File: src/rtl/gpio_bank_pkg.sv
package gpio_bank_pkg;
  localparam int DATA_W = 8;
  localparam int ADDR_W = 3;

  typedef enum logic [ADDR_W-1:0] {
    REG_DIR  = 3'd0,
    REG_POL  = 3'd1,
    REG_OUT  = 3'd2,
    REG_IN   = 3'd3,
    REG_MASK = 3'd4,
    REG_STAT = 3'd5,
    REG_CTRL = 3'd6,
    REG_MODE = 3'd7
  } reg_addr_e;

  function automatic logic [3:0] irq_code_to_num(input logic [2:0] code);
    logic [3:0] n;
    case (code)
      3'd0: n = 4'd3;
      3'd1: n = 4'd4;
      3'd2: n = 4'd5;
      3'd3: n = 4'd10;
      3'd4: n = 4'd6;
      3'd5: n = 4'd7;
      3'd6: n = 4'd9;
      default: n = 4'd11;
    endcase
    return n;
  endfunction
endpackage

File: src/rtl/gpio_sync.sv
module gpio_sync #(
  parameter int W      = 8,
  parameter int STAGES = 2
) (
  input  logic         clk,
  input  logic         rst_n,
  input  logic [W-1:0] d,
  output logic [W-1:0] q
);
  logic [STAGES-1:0][W-1:0] stg;

  always_ff @(posedge clk or negedge rst_n) begin
    if (!rst_n) stg <= '0;
    else        stg <= {stg[STAGES-2:0], d};
  end

  assign q = stg[STAGES-1];
endmodule

File: src/rtl/gpio_edge_cell.sv
module gpio_edge_cell (
  input  logic clk,
  input  logic rst_n,
  input  logic lvl,
  input  logic arm,
  input  logic clr,
  output logic stat
);
  logic prev;

  always_ff @(posedge clk or negedge rst_n) begin
    if (!rst_n) begin
      prev <= 1'b0;
      stat <= 1'b0;
    end else begin
      prev <= lvl;
      stat <= (lvl & ~prev & arm) | (stat & ~clr);
    end
  end
endmodule

File: src/rtl/gpio_regs.sv
module gpio_regs
  import gpio_bank_pkg::*;
#(
  parameter int N_LINES = 8
) (
  input  logic               clk,
  input  logic               rst_n,
  input  logic               reg_we,
  input  logic [ADDR_W-1:0]  reg_addr,
  input  logic [DATA_W-1:0]  reg_wdata,
  output logic [DATA_W-1:0]  reg_rdata,
  input  logic [N_LINES-1:0] in_val,
  input  logic [N_LINES-1:0] stat_q,
  output logic [N_LINES-1:0] dir_q,
  output logic [N_LINES-1:0] pol_q,
  output logic [N_LINES-1:0] out_q,
  output logic [N_LINES-1:0] mask_q,
  output logic [N_LINES-1:0] mode_q,
  output logic               irq_en,
  output logic [2:0]         irq_sel,
  output logic [N_LINES-1:0] stat_clr
);
  reg_addr_e addr;
  assign addr = reg_addr_e'(reg_addr);

  always_ff @(posedge clk or negedge rst_n) begin
    if (!rst_n) begin
      dir_q   <= '0;
      pol_q   <= '0;
      out_q   <= '0;
      mask_q  <= '0;
      mode_q  <= '0;
      irq_en  <= 1'b0;
      irq_sel <= '0;
    end else if (reg_we) begin
      case (addr)
        REG_DIR:  dir_q  <= reg_wdata[N_LINES-1:0];
        REG_POL:  pol_q  <= reg_wdata[N_LINES-1:0];
        REG_OUT:  out_q  <= reg_wdata[N_LINES-1:0];
        REG_MASK: mask_q <= reg_wdata[N_LINES-1:0];
        REG_MODE: mode_q <= reg_wdata[N_LINES-1:0];
        REG_CTRL: begin
          irq_en  <= reg_wdata[7];
          irq_sel <= reg_wdata[6:4];
        end
        default: ;
      endcase
    end
  end

  assign stat_clr = (reg_we && addr == REG_STAT) ? reg_wdata[N_LINES-1:0] : '0;

  always_comb begin
    reg_rdata = '0;
    case (addr)
      REG_DIR:  reg_rdata[N_LINES-1:0] = dir_q;
      REG_POL:  reg_rdata[N_LINES-1:0] = pol_q;
      REG_OUT:  reg_rdata[N_LINES-1:0] = out_q;
      REG_IN:   reg_rdata[N_LINES-1:0] = in_val;
      REG_MASK: reg_rdata[N_LINES-1:0] = mask_q;
      REG_STAT: reg_rdata[N_LINES-1:0] = stat_q;
      REG_CTRL: reg_rdata = {irq_en, irq_sel, 4'b0000};
      REG_MODE: reg_rdata[N_LINES-1:0] = mode_q;
      default:  reg_rdata = '0;
    endcase
  end
endmodule

File: src/rtl/gpio_bank.sv
module gpio_bank
  import gpio_bank_pkg::*;
#(
  parameter int N_LINES     = 8,
  parameter int SYNC_STAGES = 2
) (
  input  logic               clk,
  input  logic               rst_n,
  input  logic               reg_we,
  input  logic [2:0]         reg_addr,
  input  logic [7:0]         reg_wdata,
  output logic [7:0]         reg_rdata,
  input  logic [N_LINES-1:0] pin_in,
  output logic [N_LINES-1:0] pin_out,
  output logic [N_LINES-1:0] pin_oe,
  output logic [N_LINES-1:0] alt_in,
  output logic               irq_req,
  output logic [3:0]         irq_num
);
  logic [N_LINES-1:0] sync_q, lvl;
  logic [N_LINES-1:0] dir_q, pol_q, out_q, mask_q, mode_q;
  logic [N_LINES-1:0] stat_q, stat_clr;
  logic               irq_en;
  logic [2:0]         irq_sel;

  gpio_sync #(.W(N_LINES), .STAGES(SYNC_STAGES)) u_sync (
    .clk(clk), .rst_n(rst_n), .d(pin_in), .q(sync_q)
  );

  assign lvl = sync_q ^ pol_q;

  gpio_regs #(.N_LINES(N_LINES)) u_regs (
    .clk(clk), .rst_n(rst_n),
    .reg_we(reg_we), .reg_addr(reg_addr), .reg_wdata(reg_wdata),
    .reg_rdata(reg_rdata),
    .in_val(lvl), .stat_q(stat_q),
    .dir_q(dir_q), .pol_q(pol_q), .out_q(out_q), .mask_q(mask_q),
    .mode_q(mode_q), .irq_en(irq_en), .irq_sel(irq_sel),
    .stat_clr(stat_clr)
  );

  for (genvar i = 0; i < N_LINES; i++) begin : g_line
    gpio_edge_cell u_edge (
      .clk(clk), .rst_n(rst_n),
      .lvl(lvl[i]), .arm(~mode_q[i]), .clr(stat_clr[i]),
      .stat(stat_q[i])
    );
    assign pin_oe[i] = dir_q[i] & ~mode_q[i];
    assign alt_in[i] = lvl[i] & mode_q[i];
  end

  assign pin_out = out_q;
  assign irq_req = irq_en & |(stat_q & mask_q);
  assign irq_num = irq_code_to_num(irq_sel);
endmodule

File: config.mk
export PLATFORM = sky130hd
export DESIGN_NAME = gpio_bank
export DESIGN_NICKNAME = d
export VERILOG_FILES = /design/src/rtl/gpio_bank_pkg.sv /design/src/rtl/gpio_sync.sv /design/src/rtl/gpio_edge_cell.sv /design/src/rtl/gpio_regs.sv /design/src/rtl/gpio_bank.sv
export SDC_FILE = /design/constraint.sdc
export NUM_CORES = 1
export LEC_CHECK = 0
export CORE_MARGIN = 2
export CORE_UTILIZATION = 35
export CTS_BUF_LIST = sky130_fd_sc_hd__clkbuf_4
export DETAILED_ROUTE_END_ITERATION = 8
export SLEW_MARGIN = 25
export SYNTH_ARGS = -nofsm -noshare
export SYNTH_HDL_FRONTEND = slang
export SYNTH_HIERARCHICAL = 1
export SYNTH_SLANG_ARGS = --single-unit
File: constraint.sdc
create_clock -name clk -period 1.6 [get_ports clk]
set_clock_uncertainty 0.1 [all_clocks]
set_input_delay 0.32 -clock clk [delete_from_list [all_inputs] [get_ports clk]]
set_output_delay 0.32 -clock clk [all_outputs]
set_load 0.05 [all_outputs]
==> reports/summary.txt, run 1 <==
SETUP PATH
----------------------------------------------------------------------------------------
Critical Path Sink Type ...................................................   output pin
Critical Path Start ....................................................... u_regs/out_q[0]
Cell-by-cell trace of the critical path ................................... nand2b_4 -> a222oi_1 -> buf_4 -> a21oi_4 -> buf_6
Element type at the critical path start ...................................     register
Data required time at the worst endpoint ..................................      1.18 ns
Cell class contributing the biggest share of worst-path delay .............   flip-flops
Delay of the slowest critical-path stage ..................................      0.44 ns
Crit path buf inv count ...................................................            2
Startpoint of the worst register-to-register path .........................  u_sync/q[3]
CP max stage cell .........................................................      dfrtp_2
Setup Crit Path Kind ...................................................... register to output pin
Worst-path maximum fanout .................................................            2
Data arrival time of the critical path ....................................      1.77 ns

TIMING
----------------------------------------------------------------------------------------
Max-slew headroom at the worst pin ........................................        0.689
Summed negative setup slack over all endpoints ............................     -7.49 ns
Worst slew pin tran .......................................................     0.467 ns
Worst setup margin ........................................................    -0.590 ns
Setup Viol. Count Final ...................................................           28
Slew Viols, Final .........................................................            0
Achievable frequency ......................................................      457 MHz
Fraction of the cycle the final worst path needs ..........................         1.37
Crit path time final ......................................................      2.19 ns
Unrepaired setup endpoints after global routing ...........................          yes
Final-report hold violation count .........................................            0
Minimum hold slack ........................................................     0.216 ns

POWER AND IR DROP
----------------------------------------------------------------------------------------
Switching power share of the total ........................................        0.368
Leakage power summed over all cells .......................................   0.00261 uW
Maximum vdd drop ..........................................................   0.000716 V
Sequential power share ....................................................        0.356
Clock power share .........................................................        0.158
Logic gate share of total power ...........................................        0.486
Internal Power ............................................................      4690 uW
Total power ...............................................................      7410 uW
NetSw .....................................................................      2730 uW
Ratio of total power to cell area .........................................  1280 nW/um2

PLACEMENT
----------------------------------------------------------------------------------------
Placed cell areas .........................................................     5240 um2
Detail Placement HPWL .....................................................      6750 um
GPL Wtd Cong ..............................................................        0.824
I/O Buffers ...............................................................           58

GLOBAL ROUTING
----------------------------------------------------------------------------------------
Pin count of the biggest net entering global routing ......................           31
Total track usage .........................................................        0.181
Total congestion overflow after global routing ............................            0
First-pass GRT wire length ................................................     15400 um
Initial antenna violation count ...........................................            0
Number of global-route vias before repair .................................         2912

DIE
----------------------------------------------------------------------------------------
Core region area ..........................................................    10100 um2
Die Area ..................................................................    11100 um2
Row Count .................................................................           37
Initial core utilization ..................................................        0.355
Chip Height ...............................................................       105 um
I/O Pins ..................................................................           59
Die width .................................................................       105 um

SYNTH
----------------------------------------------------------------------------------------
Syn Nets ..................................................................          317
Post-Synthesis Cells ......................................................          295
Synthesized flop and latch total ..........................................           76
Count of distinct cell types in the synthesized netlist ...................           38
Avg Cell Area, Syn ........................................................     12.2 um2
Part of the Yosys area used for sequential elements .......................        0.529
Synthesis warning total ...................................................            6
Netlist area before placement .............................................     3600 um2

FINAL LAYOUT
----------------------------------------------------------------------------------------
Area of all placed cells without fillers ..................................     5780 um2
Fraction of final layout cells with drive strength greater than 1 .........        0.593
Highest-count cells in the layout ignoring fill and taps .................. buf_4 (70), dfrtp_1 (69), mux2_2 (43), buf_12 (35), inv_1 (19)
Diode count ...............................................................            0
Nets ......................................................................          454
Most frequent standard cell in the layout excluding fill and tap cells ....        buf_4
Utilization after layout ..................................................        0.570
Area of the multi-input gates .............................................     1840 um2
Area Overhead vs Synth ....................................................        60.6%
Number of filler cells placed in the layout ...............................          840
Sequential cell area ......................................................     1910 um2

DETAILED ROUTING
----------------------------------------------------------------------------------------
Total wire length .........................................................      9570 um
Number of search-and-repair iterations in the first detailed-routing pass .            4
Wire length per cell after detailed routing ...............................      16.7 um
Antenna viol nets, final ..................................................            0
# DRC .....................................................................            0
Number of vias in the routed layout .......................................         2759
Via-per-instance ratio ....................................................         4.82
Detailed Route Iter0 Violations ...........................................          120

CTS
----------------------------------------------------------------------------------------
Total clock buffers created by CTS ........................................            9
Buffers from clock root to sink, at most ..................................            2
CTS clock-pin slew for the worst setup and hold paths .....................      0.13 ns
Insertion delay to the later sink of the worst-skew pair ..................      0.42 ns
Sink count of the clock tree ..............................................           76
H-tree levels .............................................................            3
TritonCTS clock tree ......................................................        built
Clock root cell ...........................................................     clkbuf_4

FLOW RUN
----------------------------------------------------------------------------------------
Number of max-cap violations ..............................................            0

STATUS
----------------------------------------------------------------------------------------
Failing checks ............................................................ negative setup slack
Run status ................................................................ complete, but fails checks

MIN PATH
----------------------------------------------------------------------------------------
Worst min-delay path startpoint ...........................................    pin_in[5]
Worst hold-check path type ................................................ input pin to register

## kinds of logic after synthesis
kind of cell	Yosys count	synth area share
AOI/OAI and AO/OA	42	0.0960
xor gates and xnor gates	8	0.0195
buffers and inverters	37	0.0588
DFF	76	0.529
muxes	60	0.182
and+or+nand+nor	72	0.115
## stage by stage
step,instances,setup WS (ns)
after global routing,573,-0.709
final,573,-0.590
after detailed placement,539,-0.810
after floorplan,295,-0.0888
after global placement,539,-0.787
after CTS,565,-0.581
## what timing repair did
item	4_1_cts	5_1_grt
cloned	0	0
resized for setup	64	14
pin swaps	27	10
hold endpoints to repair	24	0
buffers inserted	13	13
hold buffers	1	0
endpoints found under the setup margin	69	40
## cell usage after synthesis
master | number | share of area
a22oi_1 | 4 | 0.0083
o22ai_1 | 3 | 0.0052
xor2_1 | 8 | 0.019
a21o_1 | 1 | 0.0021
and3_1 | 1 | 0.0017
nor3b_1 | 4 | 0.0083
nor2b_1 | 8 | 0.014
a222oi_1 | 2 | 0.0056
nand2b_4 | 1 | 0.0038
o32a_1 | 1 | 0.0028
o22a_1 | 4 | 0.0097
inv_1 | 19 | 0.020
nand4_2 | 1 | 0.0035
nand2_1 | 17 | 0.018
nor3_4 | 1 | 0.0045
buf_4 | 13 | 0.027
nand2b_1 | 3 | 0.0052
a22o_1 | 1 | 0.0024
nand3_1 | 3 | 0.0042
o22ai_2 | 8 | 0.028
buf_2 | 1 | 0.0014
and2_1 | 16 | 0.028
buf_6 | 3 | 0.0094
nor3_1 | 1 | 0.0014
a21oi_1 | 4 | 0.0056
nor2_1 | 11 | 0.011
a211oi_1 | 6 | 0.013
o21a_1 | 1 | 0.0021
or3_1 | 1 | 0.0017
nor2_2 | 1 | 0.0017
nor2_4 | 2 | 0.0063
nand4_1 | 1 | 0.0017
mux2_2 | 43 | 0.13
o21ai_0 | 5 | 0.0070
clkbuf_1 | 1 | 0.0010
a41oi_1 | 2 | 0.0049
mux2i_1 | 17 | 0.047
dfrtp_1 | 76 | 0.53
## power by group through the flow
stage	Combinational [uW]	Sequential, uW	Clock (uW)
floorplan	1570	2730	0
global placement	3150	2630	0
detailed placement	3180	2640	0
CTS	3510	2630	1210
global route	3780	2690	1300
finish	3600	2640	1170
## worst paths after layout
kind	to	slack, ns	cells past startpoint
setup / recovery	reg_rdata[0]	-0.59	5
hold / removal	u_sync/stg[5]	0.22	1
setup reg to reg	g_line[3].u_edge/stat	0.17	7
hold reg to reg	u_sync/q[0]	0.27	0
max in group asynchronous	u_regs/irq_en	0.64	3
min in group asynchronous	u_sync/q[4]	0.25	2
## final cells by class
cell class,count,share of cell area
flip-flops and latches,76,0.331
clock buffers,9,0.0117
clock inverters,7,0.0115
multi-input cells,182,0.318
inverters,19,0.0123
repair buffers,144,0.286
well taps,136,0.0295
## sequential cells by signal, summed over array words and instances (netlist names)
| name | cells |
|---|---|
| g_line.u_edge/prev | 8 |
| g_line.u_edge/stat | 8 |
| u_regs/dir_q | 8 |
| u_regs/irq_en | 1 |
| u_regs/irq_sel | 3 |
| u_regs/mask_q | 8 |
| u_regs/mode_q | 8 |
| u_regs/out_q | 8 |
| u_regs/pol_q | 8 |
| u_sync/q | 8 |
| u_sync/stg | 8 |
## worst register-to-register path: stages (launching register included)
cell and delay [ns]:
dfrtp_1 0.42, xor2_2 0.19, buf_4 0.14, buf_4 0.12
buf_4 0.12, buf_4 0.12, nand2_1 0.06, o22ai_2 0.06
## per-layer routing
| layer | share of wire | track usage | wire (um) | vias to the layer above |
|---|---|---|---|---|
| met2 | 0.49 | 0.280 | 4650 | 76 |
| met5 | 0 | 0 | 0 | - |
| met3 | 0.047 | 0.0371 | 450 | 10 |
| met4 | 0.012 | 0.0590 | 117 | 0 |
| li1 | - | - | - | 1293 |
| met1 | 0.45 | 0.254 | 4350 | 1380 |
(Power assumes the default switching activity.)
==> inputs of run 2 (changes only) <==
--- a/config.mk
+++ b/config.mk
@@ -8,6 +8,7 @@
 export CORE_MARGIN = 2
 export CORE_UTILIZATION = 35
 export CTS_BUF_LIST = sky130_fd_sc_hd__clkbuf_4
+export CTS_CLUSTER_SIZE = 20
 export DETAILED_ROUTE_END_ITERATION = 8
 export SLEW_MARGIN = 25
 export SYNTH_ARGS = -nofsm -noshare
==> results of run 2 <==
Final layout, timing and power as in run 1 (identical DEF).
==> inputs of run 3 (changes only) <==
--- a/config.mk
+++ b/config.mk
@@ -10,6 +10,7 @@
 export CTS_BUF_LIST = sky130_fd_sc_hd__clkbuf_4
 export CTS_CLUSTER_SIZE = 20
 export DETAILED_ROUTE_END_ITERATION = 8
+export REMOVE_ABC_BUFFERS = 1
 export SLEW_MARGIN = 25
 export SYNTH_ARGS = -nofsm -noshare
 export SYNTH_HDL_FRONTEND = slang
==> reports/summary.txt, run 3 (same netlist as run 1, synthesis figures left out) <==
STATUS
----------------------------------------------------------------------------------------
Run status ................................................................ complete, but fails checks
Failing checks ............................................................ negative setup slack

PLACEMENT
----------------------------------------------------------------------------------------
GPL Wtd Cong ..............................................................        0.887   +7.7%
Worst Setup Slack post-DPL ................................................    -0.814 ns   -0.00459 ns
Detail Placement HPWL .....................................................      6270 um   -7.2%
I/O Buffers ...............................................................           58   unchanged

TIMING
----------------------------------------------------------------------------------------
Worst slew pin tran .......................................................     0.388 ns   -0.0792 ns
Crit path time final ......................................................      2.14 ns   -0.0459 ns
Unrepaired setup endpoints after global routing ...........................          yes
Slew Viols, Final .........................................................            0   unchanged
Minimum hold slack ........................................................     0.213 ns   -0.00310 ns
Fraction of the cycle the final worst path needs ..........................         1.34   -0.0287
Max-slew headroom at the worst pin ........................................        0.741   +0.0528
Setup Viol. Count Final ...................................................           27   -3.6%
Final-report hold violation count .........................................            0   unchanged
Summed negative setup slack over all endpoints ............................     -7.76 ns   -0.270 ns
Worst setup margin ........................................................    -0.544 ns   +0.0459 ns
Achievable frequency ......................................................      466 MHz   +2.1%

FINAL LAYOUT
----------------------------------------------------------------------------------------
Utilization after layout ..................................................        0.545   -0.0246
Number of filler cells placed in the layout ...............................          855   +1.8%
Most frequent standard cell in the layout excluding fill and tap cells ....      dfrtp_1
Diode count ...............................................................            0   unchanged
Nets ......................................................................          439   -3.3%
Area of the multi-input gates .............................................     1690 um2   -8.1%
Highest-count cells in the layout ignoring fill and taps .................. dfrtp_1 (70), buf_4 (55), mux2_2 (43), buf_12 (33)
Fraction of final layout cells with drive strength greater than 1 .........        0.528   -0.0642
Sequential cell area ......................................................     1910 um2   about the same
Area Overhead vs Synth ....................................................        53.6%

GLOBAL ROUTING
----------------------------------------------------------------------------------------
Total congestion overflow after global routing ............................            0   unchanged
Number of global-route vias before repair .................................         2863   -1.7%
First-pass GRT wire length ................................................     14800 um   -4.2%
Pin count of the biggest net entering global routing ......................           30   -3.2%
Initial antenna violation count ...........................................            0   unchanged
Total track usage .........................................................        0.172   -0.00846

SETUP PATH
----------------------------------------------------------------------------------------
Crit path buf inv count ...................................................            1   -1
Worst-path maximum fanout .................................................            2   unchanged
CP max stage cell .........................................................      dfrtp_1
Cell-by-cell trace of the critical path ................................... xor2_2 -> mux2i_1 -> a211oi_2 -> o22a_1 -> buf_6
Setup Crit Path Kind ...................................................... register to output pin
Element type at the critical path start ...................................     register
Delay of the slowest critical-path stage ..................................      0.42 ns   -0.02 ns
Critical Path Sink Type ...................................................   output pin
Cell class contributing the biggest share of worst-path delay .............   flip-flops
Data required time at the worst endpoint ..................................      1.18 ns   about the same
Data arrival time of the critical path ....................................      1.72 ns   -0.05 ns

DIE
----------------------------------------------------------------------------------------
I/O Pins ..................................................................           59   unchanged
Initial core utilization ..................................................        0.355   unchanged
Die Area ..................................................................    11100 um2   unchanged
Row Count .................................................................           37   unchanged
Die width .................................................................       105 um   unchanged
Chip Height ...............................................................       105 um   unchanged
Core region area ..........................................................    10100 um2   unchanged

CTS
----------------------------------------------------------------------------------------
Total clock buffers created by CTS ........................................            9   unchanged
Buffers from clock root to sink, at most ..................................            2   unchanged
TritonCTS clock tree ......................................................        built
Sink count of the clock tree ..............................................           76   unchanged
Insertion delay to the later sink of the worst-skew pair ..................      0.43 ns   about the same
H-tree levels .............................................................            3   unchanged
Clock root cell ...........................................................     clkbuf_4
CTS clock-pin slew for the worst setup and hold paths .....................      0.12 ns   about the same

DETAILED ROUTING
----------------------------------------------------------------------------------------
Antenna viol nets, final ..................................................            0   unchanged
Detailed Route Iter0 Violations ...........................................          110   -8.3%
Via-per-instance ratio ....................................................         4.79   -0.55%
Number of vias in the routed layout .......................................         2672   -3.2%
Total wire length .........................................................      8820 um   -7.9%
# DRC .....................................................................            0   unchanged
Number of search-and-repair iterations in the first detailed-routing pass .            4   unchanged
Wire length per cell after detailed routing ...............................      15.8 um   -5.4%

FLOW RUN
----------------------------------------------------------------------------------------
Number of max-cap violations ..............................................            0   unchanged

POWER AND IR DROP
----------------------------------------------------------------------------------------
Ratio of total power to cell area .........................................  1340 nW/um2   +4.3%
Maximum vdd drop ..........................................................   0.000736 V   +2.8%
Leakage power summed over all cells .......................................   0.00251 uW   -3.7%

MIN PATH
----------------------------------------------------------------------------------------
Worst hold-check path type ................................................ input pin to register

==> run 3: changes by cell type in the layout (fill, tap and decap cells not counted), sizes merged <==
cell         delta
inv             -1
dlygate4sd2     +1
clkbuf          -1
bufinv          +1
bufbuf          +1
buf            -16
==> run 3: cell type report <==
class,count,share of cell area
inverter,19,0.0129
tap,136,0.0308
sequential,76,0.345
clock inverter,7,0.0165
clock buffer,9,0.0122
multi-input combinational,182,0.306
timing repair buffer,129,0.276
==> run 3: power breakdown <==
part | switching (uW) | internal, uW | total [uW] | leakage [uW]
registers | 331 | 2290 | 2620 | 0.000878
clock network | 680 | 628 | 1310 | 0.0000873
logic | 1620 | 1850 | 3470 | 0.00154
total | 2630 | 4770 | 7400 | 0.00251
==> run 3: worst paths after layout <==
path                          startpoint                    end  slack [ns]  cells past startpoint
min reg2reg                u_sync/stg[4]            u_sync/q[4]        0.26                      0
max                          u_sync/q[1]           reg_rdata[1]       -0.54                      5
min in group asynchronous          rst_n            u_sync/q[2]        0.22                      2
max in group asynchronous          rst_n            u_sync/q[7]        0.69                      3
max reg2reg                  u_sync/q[5]  g_line[5].u_edge/stat        0.29                      6
min                            pin_in[6]          u_sync/stg[6]        0.21                      1
==> run 3: what timing repair did <==
item | CTS | global route
hold endpoints to repair | 73 | 0
endpoints found under the setup margin | 71 | 35
hold buffers | 1 | 0
setup buffers | 12 | 10
pin swaps | 21 | 5
gates resized for setup | 60 | 18
==> run 3: layer usage <==
layer / global-route usage / part of all wire
met1: 0.227 / 0.45
met5: 0 / 0
met2: 0.276 / 0.49
met4: 0.0590 / 0.023
met3: 0.0445 / 0.039
==> run 3: metrics by stage <==
step | std cells | total power, uW | area (um2)
floorplan | 277 | 4080 | 3460
global placement | 526 | 5570 | 4940
detailed placement | 526 | 5620 | 4940
CTS | 553 | 7350 | 5420
global route | 558 | 7750 | 5530
finish | 558 | 7400 | 5530
==> run 3: worst reg2reg max path, cell delays in order (launching register included) <==
cell and delay (ns):
dfrtp_1 0.42, xor2_2 0.19, buf_4 0.14, buf_4 0.12
buf_4 0.12, nand2_1 0.06, o22ai_2 0.05
